--- config.mk ---
export PLATFORM = sky130hd
export DESIGN_NAME = boot_page_select
export DESIGN_NICKNAME = d
export VERILOG_FILES = /design/src/rtl/boot_sel_pkg.sv /design/src/rtl/bsel_sync.sv /design/src/rtl/bsel_front.sv /design/src/rtl/bsel_flag.sv /design/src/rtl/boot_page_select.sv
export SDC_FILE = /design/constraint.sdc
export NUM_CORES = 1
export LEC_CHECK = 0
export BUFFER_PORTS_ARGS = -buffer_cell sky130_fd_sc_hd__buf_2
export CAP_MARGIN = 20
export CELL_PAD_IN_SITES_DETAIL_PLACEMENT = 0
export CELL_PAD_IN_SITES_GLOBAL_PLACEMENT = 1
export CORE_AREA = 5 5 48 50
export CTS_CLUSTER_SIZE = 24
export DETAILED_ROUTE_END_ITERATION = 8
export DIE_AREA = 0 0 53 55
export PLACE_DENSITY = 0.65
export SYNTH_ARGS = -nofsm -noshare
export SYNTH_HDL_FRONTEND = slang
export SYNTH_SLANG_ARGS = --single-unit
--- constraint.sdc ---
create_clock -name clk -period 0.9 [get_ports clk]
set_input_delay 0.09 -clock clk [delete_from_list [all_inputs] [get_ports clk]]
set_output_delay 0.09 -clock clk [all_outputs]
set_load 0.05 [all_outputs]
--- src/rtl/boot_sel_pkg.sv ---
package boot_sel_pkg;
  localparam int ADDR_W      = 8;
  localparam int BANKS       = 4;
  localparam int STRAP_W     = $clog2(BANKS);
  localparam int SYNC_STAGES = 2;
  localparam logic [ADDR_W-1:0] BOOT_PAGE = 8'hFB;

  typedef logic [ADDR_W-1:0]  addr_t;
  typedef logic [STRAP_W-1:0] strap_t;
  typedef logic [BANKS-1:0]   bank_t;

  function automatic logic page_match(addr_t lines_n, addr_t page);
    return (~lines_n) == page;
  endfunction
endpackage

--- src/rtl/bsel_sync.sv ---
module bsel_sync #(
  parameter int W = 1,
  parameter int STAGES = 2,
  parameter logic [W-1:0] RST_VAL = '0
) (
  input  logic         clk,
  input  logic         rst,
  input  logic [W-1:0] d,
  output logic [W-1:0] q
);
  logic [W-1:0] stg [STAGES];

  genvar g;
  generate
    for (g = 0; g < STAGES; g++) begin : g_stage
      if (g == 0) begin : g_first
        always_ff @(posedge clk) begin
          if (rst) stg[g] <= RST_VAL;
          else     stg[g] <= d;
        end
      end else begin : g_next
        always_ff @(posedge clk) begin
          if (rst) stg[g] <= RST_VAL;
          else     stg[g] <= stg[g-1];
        end
      end
    end
  endgenerate

  assign q = stg[STAGES-1];
endmodule

--- src/rtl/bsel_front.sv ---
module bsel_front
  import boot_sel_pkg::*;
#(
  parameter addr_t PAGE = BOOT_PAGE
) (
  input  logic  clk,
  input  logic  rst,
  input  logic  strb_s_n,
  input  addr_t addr_s_n,
  output logic  fall,
  output logic  release_q,
  output logic  hit
);
  logic strb_prev_n;

  // reset value 0: a strobe held low across reset is not a fresh edge
  always_ff @(posedge clk) begin
    if (rst) strb_prev_n <= 1'b0;
    else     strb_prev_n <= strb_s_n;
  end

  assign fall      = strb_prev_n & ~strb_s_n;
  assign release_q = strb_s_n;
  assign hit       = page_match(addr_s_n, PAGE);
endmodule

--- src/rtl/bsel_flag.sv ---
module bsel_flag
  import boot_sel_pkg::*;
(
  input  logic   clk,
  input  logic   rst,
  input  logic   fall,
  input  logic   release_q,
  input  logic   hit,
  input  strap_t strap_sel,
  output logic   resp_act,
  output logic   resp_act_n,
  output bank_t  rom_bank_en_n
);
  logic sel_q;
  logic sel_d;

  always_comb begin
    sel_d = sel_q;
    if (release_q)        sel_d = 1'b0;
    else if (fall && hit) sel_d = 1'b1;
  end

  always_ff @(posedge clk) begin
    if (rst) sel_q <= 1'b0;
    else     sel_q <= sel_d;
  end

  assign resp_act   = sel_q;
  assign resp_act_n = ~sel_q;

  genvar b;
  generate
    for (b = 0; b < BANKS; b++) begin : g_bank
      assign rom_bank_en_n[b] = ~(sel_q && (strap_sel == strap_t'(b)));
    end
  endgenerate
endmodule

--- src/rtl/boot_page_select.sv ---
module boot_page_select
  import boot_sel_pkg::*;
(
  input  logic        clk,
  input  logic        rst,
  input  logic [7:0]  addr_n,
  input  logic        strobe_n,
  input  logic [1:0]  strap_sel,
  output logic        resp_act,
  output logic        resp_act_n,
  output logic [3:0]  rom_bank_en_n
);
  logic  strb_s_n;
  addr_t addr_s_n;
  logic  fall, release_q, hit;

  bsel_sync #(.W(1), .STAGES(SYNC_STAGES), .RST_VAL(1'b0)) u_sync_strb (
    .clk(clk), .rst(rst), .d(strobe_n), .q(strb_s_n)
  );

  bsel_sync #(.W(ADDR_W), .STAGES(SYNC_STAGES), .RST_VAL({ADDR_W{1'b1}})) u_sync_addr (
    .clk(clk), .rst(rst), .d(addr_n), .q(addr_s_n)
  );

  bsel_front #(.PAGE(BOOT_PAGE)) u_front (
    .clk(clk), .rst(rst), .strb_s_n(strb_s_n), .addr_s_n(addr_s_n),
    .fall(fall), .release_q(release_q), .hit(hit)
  );

  bsel_flag u_flag (
    .clk(clk), .rst(rst), .fall(fall), .release_q(release_q), .hit(hit),
    .strap_sel(strap_sel), .resp_act(resp_act), .resp_act_n(resp_act_n),
    .rom_bank_en_n(rom_bank_en_n)
  );
endmodule

==> results of run 1 <==
==> logic make-up after synthesis <==
kind of cell	count (synthesis)	synth area share
simple gates	27	0.291
flops	20	0.679
buf+inv	3	0.0191
compound gates	1	0.0106
==> cell type report <==
cell class,count,area [µm²]
Fill cell,185,937
Sequential cell,20,404
Timing Repair Buffer,30,251
Multi-Input combinational cell,28,188
Clock buffer,4,36.3
Tap cell,27,33.8
Inverter,1,11.3
==> sequential cells by signal (all words and copies together), names as in the netlist <==
| name | cells |
|---|---|
| u_sync_addr.stg | 16 |
| u_flag.resp_act | 1 |
| u_sync_strb.stg | 2 |
| u_front.strb_prev_n | 1 |
==> cell usage after synthesis <==
master | number | area [µm²]
sky130_fd_sc_hd__a31oi_1 | 1 | 6.26
sky130_fd_sc_hd__and4bb_2 | 1 | 12.5
sky130_fd_sc_hd__clkbuf_1 | 2 | 7.51
sky130_fd_sc_hd__dfxtp_1 | 20 | 400
sky130_fd_sc_hd__inv_2 | 1 | 3.75
sky130_fd_sc_hd__nand3_1 | 1 | 5.00
sky130_fd_sc_hd__nand3b_1 | 2 | 15.0
sky130_fd_sc_hd__nor2_1 | 1 | 3.75
sky130_fd_sc_hd__nor2b_1 | 3 | 18.8
sky130_fd_sc_hd__nor3_1 | 2 | 10.0
sky130_fd_sc_hd__or2_2 | 16 | 100
sky130_fd_sc_hd__or3_1 | 1 | 6.26
==> worst max-delay path by stage <==
| stage | from | end | slack [ns] |
|---|---|---|---|
| 2_1_floorplan | u_flag.resp_act | rom_bank_en_n[0] | -0.17 |
| 3_3_place_gp | u_flag.resp_act | rom_bank_en_n[0] | -0.09 |
| 3_5_place_dp | u_flag.resp_act | rom_bank_en_n[0] | -0.09 |
| 4_1_cts | u_flag.resp_act | rom_bank_en_n[0] | -0.38 |
| 5_1_grt | u_flag.resp_act | rom_bank_en_n[0] | -0.42 |
| 6_report | u_flag.resp_act | rom_bank_en_n[0] | -0.37 |
==> layer usage <==
layer | track usage | vias to the layer above
met1 | 0.0851 | 152
li1 | - | 226
met5 | 0 | -
met4 | 0.0766 | 0
met2 | 0.126 | 15
met3 | 0.0161 | 2
==> stage by stage <==
step	total power, W	hold slack, ns
floorplan	0.000984	0.194
global placement	0.00101	0.272
CTS	0.00153	0.144
detailed placement	0.00102	0.274
global route	0.00159	0.174
finish	0.00151	0.147
==> power by group through the flow <==
stage	Combinational, W	Sequential, W	Clock [W]
3_5_place_dp	0.0000679	0.000948	0
5_1_grt	0.000111	0.000932	0.000545
2_1_floorplan	0.0000385	0.000946	0
4_1_cts	0.0000982	0.000927	0.000507
6_report	0.0000972	0.000927	0.000482
3_3_place_gp	0.0000663	0.000947	0
==> what timing repair did <==
item	CTS	global route
resized for setup	17	1
hold buffers	9	0
buffers inserted	3	1
endpoints found under the setup margin	6	7
pin swaps	0	1
hold endpoints to repair	9	0
==> flow_metrics.env, run 1 <==
export IMPL_worst_ir_drop_vdd_v=0.000881
export IMPL_crit_slowest_cell="sky130_fd_sc_hd__dfxtp_4"
export IMPL_clock_skew_final_ns=0.00155
export IMPL_wl_met2_um=431
export IMPL_critical_path_endpoint_type="output pin"
export IMPL_highest_layer="met4"
export IMPL_cp_start_kind="flop"
export IMPL_synth_cell_types=12
export IMPL_status="finished with violations"
export IMPL_highest_attainable_clock_frequency_mhz=789
export IMPL_area_growth_syn_to_layout_pct=56.9
export IMPL_cts_inserted_buffers=3
export IMPL_synthesis_instances=51
export IMPL_final_cell_count_no_fill=110
export IMPL_finalSetupViolCount=6
export IMPL_route_final_wire_length_um=910
export IMPL_timing_critical_path_max_delay_family="flip-flops"
export IMPL_power_share_of_the_combinational_group=0.065
export IMPL_pwr_density_cell_nw_per_um2=1630
export IMPL_rr_worst_depth=3
export IMPL_placed_area_um2=729
export IMPL_tightest_slew_ns=0.262
export IMPL_remaining_drc_errors=0
export IMPL_overflow=0
export IMPL_num_vias=395
export IMPL_totalNegativeSetupSlack_ns=-1.53
export IMPL_final_cycle_share=1.41
export IMPL_first_global_vias=392
export IMPL_floorplan_die_area_um2=2920
export IMPL_crit_chain="inv_8, or3_4, buf_6"
export IMPL_critPathMaxStageDelay_ns=0.39
export IMPL_critical_path_depth=3
export IMPL_hold_path_class="primary input to flop"
export IMPL_clk_path_buf_depth=2
export IMPL_path_max_fanout=2
export IMPL_critPathBufInv=2
export IMPL_first_iter_violations=0
export IMPL_power_switching_w=0.000272
export IMPL_dp_worst_setup_slack_ns=-0.0936
export IMPL_grt_pass1_wl_um=1580
export IMPL_num_nets_final=97
export IMPL_number_of_h_tree_branching_levels=1
export IMPL_switching_share=0.181
export IMPL_antenna_violations_before_repair=0
export IMPL_grt_max_degree=21
export IMPL_timing_setup_critical_path_class="flop to output pin"
export IMPL_leakagePower_nw=0.381
export IMPL_antenna_diode_count=0
export IMPL_mostFrequentLayoutCells="sky130_fd_sc_hd__dfxtp_1, sky130_fd_sc_hd__or2_2, sky130_fd_sc_hd__buf_2"
export IMPL_ys_warn_count=0
export IMPL_r2r_slack_ns=0.05
export IMPL_portBuffers=18
export IMPL_wl_per_cell_um=8.27
export IMPL_tritoncts_clock_tree="built"
export IMPL_timing_max_cap_violations=0
export IMPL_power_sequential_fraction=0.615
export IMPL_internal_power_w=0.00123
export IMPL_final_core_utilization=0.497
export IMPL_r2r_start="u_sync_addr.stg[1][0]"
export IMPL_max_slew_margin_vs_limit=0.826
export IMPL_cp_required_ns=0.81
export IMPL_detail_route_first_pass_iterations=1
export IMPL_syn_cell_area_um2=589
export IMPL_ys_seq_elements=20
export IMPL_most_common_library_cell_in_the_layout_ignoring_fill_and_taps="sky130_fd_sc_hd__dfxtp_1"
export IMPL_power_clock_fraction=0.320
export IMPL_floorplan_initialDensity=0.317
export IMPL_grt_setup_unrepaired="true"
export IMPL_place_congestion=0.556
export IMPL_ys_seq_area_frac=0.679
export IMPL_routed_via_density=3.59
export IMPL_layout_min_cycle_time_ns=1.27
export IMPL_hold_viol_final=0
export IMPL_route_antenna_remaining_nets=0
export IMPL_worstSkewPairLatency_ns=0.28
export IMPL_whs_endpoint="u_sync_strb.stg[0]"
export IMPL_grt_use_total=0.0782
export IMPL_fin_area_um2=925
export IMPL_die_width_um=53
export IMPL_ports_placed_on_the_boundary=19
export IMPL_syn_avg_cell_area_um2=11.6
export IMPL_synth_nets=64
export IMPL_rows=16
export IMPL_worst_ep_arrival_time_ns=1.18
export IMPL_failed_checks="negative setup slack"
export IMPL_reg2reg_to="u_flag.resp_act"
export IMPL_hold_depth=2
export IMPL_fp_dieH_um=55
export IMPL_wirelength_met1_um=393
export IMPL_final_layout_size_suffix_gt1_frac=0.554
export IMPL_core_area_um2=1860
export IMPL_startpoint_of_the_worst_hold_path="rst"
export IMPL_dp_cells=95
export IMPL_timing_final_ws_setup_ns=-0.367
export IMPL_cts_sink_count=20
export IMPL_root_buffer="sky130_fd_sc_hd__clkbuf_4"
export IMPL_final_max_slew_viol_count=0
export IMPL_cts_clk_slew_worst_paths_ns=0.10
export IMPL_wl_met3_um=67
(Power assumes the default switching activity.)
==> run 2, diff against run 1 <==
- CORE_AREA: 5 5 48 50 -> 5 5 50 52
- DIE_AREA: 0 0 53 55 -> 0 0 55 57
- PLACE_DENSITY: 0.65 -> 0.63
- clock period: 0.9 -> 1.1 ns (I/O delays scaled with it)
==> flow_metrics.env, run 2 (synthesized netlist as in run 1, its figures left out) <==
export IMPL_cp_startpoint="u_flag.resp_act"
export IMPL_r2r_start="u_sync_addr.stg[1][0]"
export IMPL_most_common_library_cell_in_the_layout_ignoring_fill_and_taps="sky130_fd_sc_hd__dfxtp_1"
export IMPL_reg2reg_to="u_flag.resp_act"
export IMPL_cts_inserted_buffers=3
export IMPL_final_cell_count_no_fill=108
export IMPL_cp_required_ns=0.99
export IMPL_grt_pass1_wl_um=1540
export IMPL_final_max_slew_viol_count=0
export IMPL_grt_use_total=0.0687
export IMPL_overflow=0
export IMPL_remaining_drc_errors=0
export IMPL_place_congestion=0.617
export IMPL_worst_slack_on_hold_paths_ns=0.0310
export IMPL_worst_ep_arrival_time_ns=1.17
export IMPL_cp_start_kind="flop"
export IMPL_rr_worst_depth=3
export IMPL_core_area_um2=2060
export IMPL_root_buffer="sky130_fd_sc_hd__clkbuf_4"
export IMPL_num_vias=399
export IMPL_timing_setup_critical_path_class="flop to output pin"
export IMPL_number_of_h_tree_branching_levels=1
export IMPL_power_clock_fraction=0.285
export IMPL_final_cycle_share=1.16
export IMPL_seq_area_um2=404
export IMPL_route_final_wire_length_um=897
export IMPL_largest_register="u_sync_addr.stg"
export IMPL_power_switching_w=0.000220
export IMPL_floorplan_die_area_um2=3140
export IMPL_internal_power_w=0.000947
export IMPL_timing_max_cap_violations=0
export IMPL_critical_path_endpoint_type="output pin"
export IMPL_layout_min_cycle_time_ns=1.28
export IMPL_tritoncts_clock_tree="built"
export IMPL_switching_share=0.189
export IMPL_num_nets_final=94
export IMPL_routed_via_density=3.69
export IMPL_clk_path_buf_depth=2
export IMPL_rows=17
export IMPL_route_antenna_remaining_nets=0
export IMPL_finalSetupViolCount=4
export IMPL_largest_register_ffs=16
export IMPL_timing_final_ws_setup_ns=-0.181
export IMPL_hold_viol_final=0
export IMPL_dp_cells=95
export IMPL_die_width_um=55
export IMPL_first_global_vias=379
export IMPL_hold_depth=2
export IMPL_leakagePower_nw=0.355
export IMPL_antenna_diode_count=0
export IMPL_final_layout_size_suffix_gt1_frac=0.525
export IMPL_final_core_utilization=0.421
export IMPL_power_sequential_fraction=0.650
export IMPL_cts_sink_count=20
export IMPL_worst_ir_drop_vdd_v=0.000608
export IMPL_failed_checks="negative setup slack"
export IMPL_hpwlAfterDp_um=554
export IMPL_grt_setup_unrepaired="true"
export IMPL_portBuffers=18
export IMPL_area_growth_syn_to_layout_pct=47.6
export IMPL_floorplan_initialDensity=0.286
export IMPL_layout_top_registers="u_sync_addr.stg (16), u_sync_strb.stg (2)"
export IMPL_r2r_slack_ns=0.25
export IMPL_status="finished with violations"
export IMPL_whs_endpoint="u_sync_strb.stg[0]"
export IMPL_pwr_density_cell_nw_per_um2=1340
export IMPL_startpoint_of_the_worst_hold_path="strobe_n"
export IMPL_fill_cells=209
export IMPL_max_slew_margin_vs_limit=0.827
export IMPL_cts_clk_slew_worst_paths_ns=0.10
export IMPL_totalPowerFinal_w=0.00117
export IMPL_area_occupied_by_multi_input_gates_um2=183
export IMPL_ports_placed_on_the_boundary=19
export IMPL_clock_skew_final_ns=0.00622
export IMPL_first_iter_violations=0
export IMPL_grt_max_degree=21
export IMPL_hold_path_class="primary input to flop"
export IMPL_fp_dieH_um=57
export IMPL_highest_attainable_clock_frequency_mhz=780
export IMPL_wl_per_cell_um=8.31
export IMPL_antenna_violations_before_repair=0
export IMPL_tightest_slew_ns=0.260
export IMPL_path_max_fanout=2
export IMPL_mostFrequentLayoutCells="sky130_fd_sc_hd__dfxtp_1, sky130_fd_sc_hd__or2_2, sky130_fd_sc_hd__buf_2"
export IMPL_detail_route_first_pass_iterations=1
export IMPL_power_share_of_the_combinational_group=0.066
export IMPL_totalNegativeSetupSlack_ns=-0.403
export IMPL_worstSkewPairLatency_ns=0.28
[run 2: how the worst max path moves through the flow]
stage                     cells past startpoint                to  slack (ns)
after global routing                          3  rom_bank_en_n[0]       -0.23
final                                         3  rom_bank_en_n[0]       -0.18
after global placement                        3  rom_bank_en_n[0]        0.08
after floorplan                               2  rom_bank_en_n[0]       0.007
after detailed placement                      3  rom_bank_en_n[0]        0.07
after CTS                                     3  rom_bank_en_n[0]       -0.19
[run 2: power groups by stage]
| stage | sequential [W] | combinational [W] | clock [W] |
|---|---|---|---|
| after floorplan | 0.000774 | 0.0000315 | 0 |
| after global placement | 0.000775 | 0.0000546 | 0 |
| after detailed placement | 0.000776 | 0.0000555 | 0 |
| after CTS | 0.000759 | 0.0000749 | 0.000351 |
| after global routing | 0.000762 | 0.0000872 | 0.000389 |
| final | 0.000758 | 0.0000766 | 0.000332 |
[run 2: stage by stage]
stage	cell area [µm²]	setup slack [ns]
after floorplan	603	0.00671
after global placement	721	0.0794
after detailed placement	721	0.0670
after CTS	852	-0.192
after global routing	870	-0.226
final	870	-0.181
[run 2: cell type report]
class | count | share of cell area
inverter | 1 | 0.0101
multi-input combinational | 28 | 0.210
tap | 28 | 0.0403
timing repair buffer | 27 | 0.245
clock buffer | 4 | 0.0302
sequential | 20 | 0.465
[run 2: layer usage]
layer  vias up  global-route usage  wire length (µm)
met5         -                   0                 0
met3         2              0.0235                82
met4         0              0.0521                 9
li1        218                   -                 -
met2        14               0.101               458
met1       165              0.0792               347
[run 2: critical path: stages (launching register included)]
cell and delay, ns:
sky130_fd_sc_hd__dfxtp_4 0.38, sky130_fd_sc_hd__inv_6 0.03, sky130_fd_sc_hd__or3_4 0.32, sky130_fd_sc_hd__buf_6 0.16
[run 2: what timing repair did]
action / CTS / global route
setup endpoints to repair: 4 / 5
resized for setup: 9 / 2
endpoints found under the hold margin: 7 / 1
pin swaps: 1 / 1
setup buffers: 1 / 0
hold buffers: 7 / 1
==> run 3, diff against run 2 <==
- CORE_AREA: 5 5 50 52 -> 3 3 48 50
- DIE_AREA: 0 0 55 57 -> 0 0 51 53
==> flow_metrics.env, run 3 (synthesized netlist as in run 1, its figures left out) <==
export IMPL_internal_power_w=0.00101
export IMPL_remaining_drc_errors=0
export IMPL_cp_startpoint="u_flag.resp_act"
export IMPL_highest_attainable_clock_frequency_mhz=771
export IMPL_grt_setup_unrepaired="true"
export IMPL_core_area_um2=1940
export IMPL_worstSkewPairLatency_ns=0.29
export IMPL_grt_use_total=0.0743
export IMPL_crit_chain="inv_6, or3_4, buf_6"
export IMPL_cp_start_kind="flop"
export IMPL_hpwlAfterDp_um=531
export IMPL_overflow=0
export IMPL_pwr_density_cell_nw_per_um2=1370
export IMPL_cts_inserted_buffers=3
export IMPL_switching_share=0.184
export IMPL_grt_pass1_wl_um=1430
export IMPL_power_sequential_fraction=0.614
export IMPL_cp_endpoint="rom_bank_en_n[0]"
export IMPL_critPathBufInv=2
export IMPL_power_share_of_the_combinational_group=0.063
export IMPL_place_congestion=0.565
export IMPL_leakagePower_nw=0.371
export IMPL_detail_route_first_pass_iterations=1
export IMPL_largest_register="u_sync_addr.stg"
export IMPL_timing_max_cap_violations=0
export IMPL_reg2reg_to="u_flag.resp_act"
export IMPL_antenna_diode_count=0
export IMPL_layout_min_cycle_time_ns=1.30
export IMPL_totalPowerFinal_w=0.00123
export IMPL_root_buffer="sky130_fd_sc_hd__clkbuf_4"
export IMPL_hold_viol_final=0
export IMPL_num_nets_final=96
export IMPL_hold_depth=2
export IMPL_first_iter_violations=0
export IMPL_critical_path_depth=3
export IMPL_tritoncts_clock_tree="built"
export IMPL_power_switching_w=0.000227
export IMPL_num_vias=410
export IMPL_rows=16
export IMPL_critical_path_endpoint_type="output pin"
export IMPL_clk_path_buf_depth=2
export IMPL_portBuffers=18
export IMPL_final_cycle_share=1.18
export IMPL_die_width_um=51
export IMPL_cts_sink_count=20
export IMPL_r2r_slack_ns=0.24
export IMPL_final_max_slew_viol_count=0
export IMPL_dp_worst_setup_slack_ns=0.0635
export IMPL_crit_slowest_cell="sky130_fd_sc_hd__dfxtp_4"
export IMPL_antenna_violations_before_repair=0
export IMPL_worst_ir_drop_vdd_v=0.000854
export IMPL_path_max_fanout=4
export IMPL_status="finished with violations"
export IMPL_final_layout_size_suffix_gt1_frac=0.561
export IMPL_clock_skew_final_ns=0.00430
export IMPL_critPathMaxStageDelay_ns=0.39
export IMPL_wl_per_cell_um=8.23
export IMPL_finalSetupViolCount=5
export IMPL_cts_clk_slew_worst_paths_ns=0.10
export IMPL_rr_worst_depth=3
export IMPL_power_clock_fraction=0.323
export IMPL_first_global_vias=343
export IMPL_timing_critical_path_max_delay_family="flip-flops"
export IMPL_timing_final_ws_setup_ns=-0.197
export IMPL_area_growth_syn_to_layout_pct=52.4
export IMPL_routed_via_density=3.76
export IMPL_mostFrequentLayoutCells="sky130_fd_sc_hd__dfxtp_1, sky130_fd_sc_hd__or2_2, sky130_fd_sc_hd__buf_2"
export IMPL_cp_required_ns=0.99
export IMPL_r2r_start="u_sync_addr.stg[1][0]"
export IMPL_most_common_library_cell_in_the_layout_ignoring_fill_and_taps="sky130_fd_sc_hd__dfxtp_1"
export IMPL_layout_top_registers="u_sync_addr.stg (16), u_sync_strb.stg (2)"
export IMPL_fp_dieH_um=53
export IMPL_floorplan_initialDensity=0.303
export IMPL_failed_checks="negative setup slack"
export IMPL_worst_slack_on_hold_paths_ns=0.0274
export IMPL_route_final_wire_length_um=897
export IMPL_worst_ep_arrival_time_ns=1.19
export IMPL_floorplan_die_area_um2=2700
export IMPL_number_of_h_tree_branching_levels=1
export IMPL_hold_path_class="primary input to flop"
export IMPL_max_slew_margin_vs_limit=0.823
export IMPL_tightest_slew_ns=0.266
export IMPL_timing_setup_critical_path_class="flop to output pin"
export IMPL_largest_register_ffs=16
export IMPL_grt_max_degree=21
export IMPL_route_antenna_remaining_nets=0
export IMPL_ports_placed_on_the_boundary=19
-- run 3: worst register-to-register path: cells and delay by family, from the launching register on --
family	cells	cell delay, ns
AO/OA/AOI/OAI	1	0.16
flip-flops	1	0.31
AND/OR/NAND/NOR	2	0.29
-- run 3: per-layer routing --
metal | vias to the layer above | global-route usage | routed length (µm)
met1 | 171 | 0.0893 | 380
met4 | 0 | 0.0807 | 9
met5 | - | 0 | 0
met3 | 2 | 0.0169 | 78
li1 | 222 | - | -
met2 | 15 | 0.103 | 428
-- run 3: power by group through the flow --
| stage | clock (W) | sequential [W] | combinational, W |
|---|---|---|---|
| 5_1_grt | 0.000457 | 0.000762 | 0.0000864 |
| 6_report | 0.000399 | 0.000758 | 0.0000780 |
| 3_5_place_dp | 0 | 0.000775 | 0.0000561 |
| 3_3_place_gp | 0 | 0.000775 | 0.0000546 |
| 4_1_cts | 0.000420 | 0.000759 | 0.0000777 |
| 2_1_floorplan | 0 | 0.000774 | 0.0000315 |
-- run 3: worst min path at each step --
stage | from | endpoint | slack (ns)
global placement | addr_n[3] | u_sync_addr.stg[0][3] | 0.29
global route | strobe_n | u_sync_strb.stg[0] | 0.02
detailed placement | addr_n[4] | u_sync_addr.stg[0][4] | 0.29
CTS | strobe_n | u_sync_strb.stg[0] | 0.01
finish | strobe_n | u_sync_strb.stg[0] | 0.03
floorplan | addr_n[0] | u_sync_addr.stg[0][0] | 0.21
-- run 3: layout make-up --
type                            count  area, µm²
Fill cell                         195       1040
Clock buffer                        4       36.3
Sequential cell                    20        404
Tap cell                           27       33.8
Inverter                            1       8.76
Multi-Input combinational cell     28        188
Timing Repair Buffer               29        228
-- run 3: per-stage QoR --
stage               instances  area (µm²)   util  TNS, ns
floorplan                  51         603      -        0
global placement           94         719  0.370        0
detailed placement         94         719  0.370        0
CTS                       108         878  0.452   -0.437
global route              109         898  0.463   -0.779
finish                    109         898  0.463   -0.508
-- run 3: timing repair --
item | CTS | global route
endpoints found under the setup margin | 4 | 6
hold buffers | 8 | 0
resized for setup | 9 | 3
endpoints found under the hold margin | 8 | 0
pin swaps | 0 | 0
buffers inserted | 2 | 1
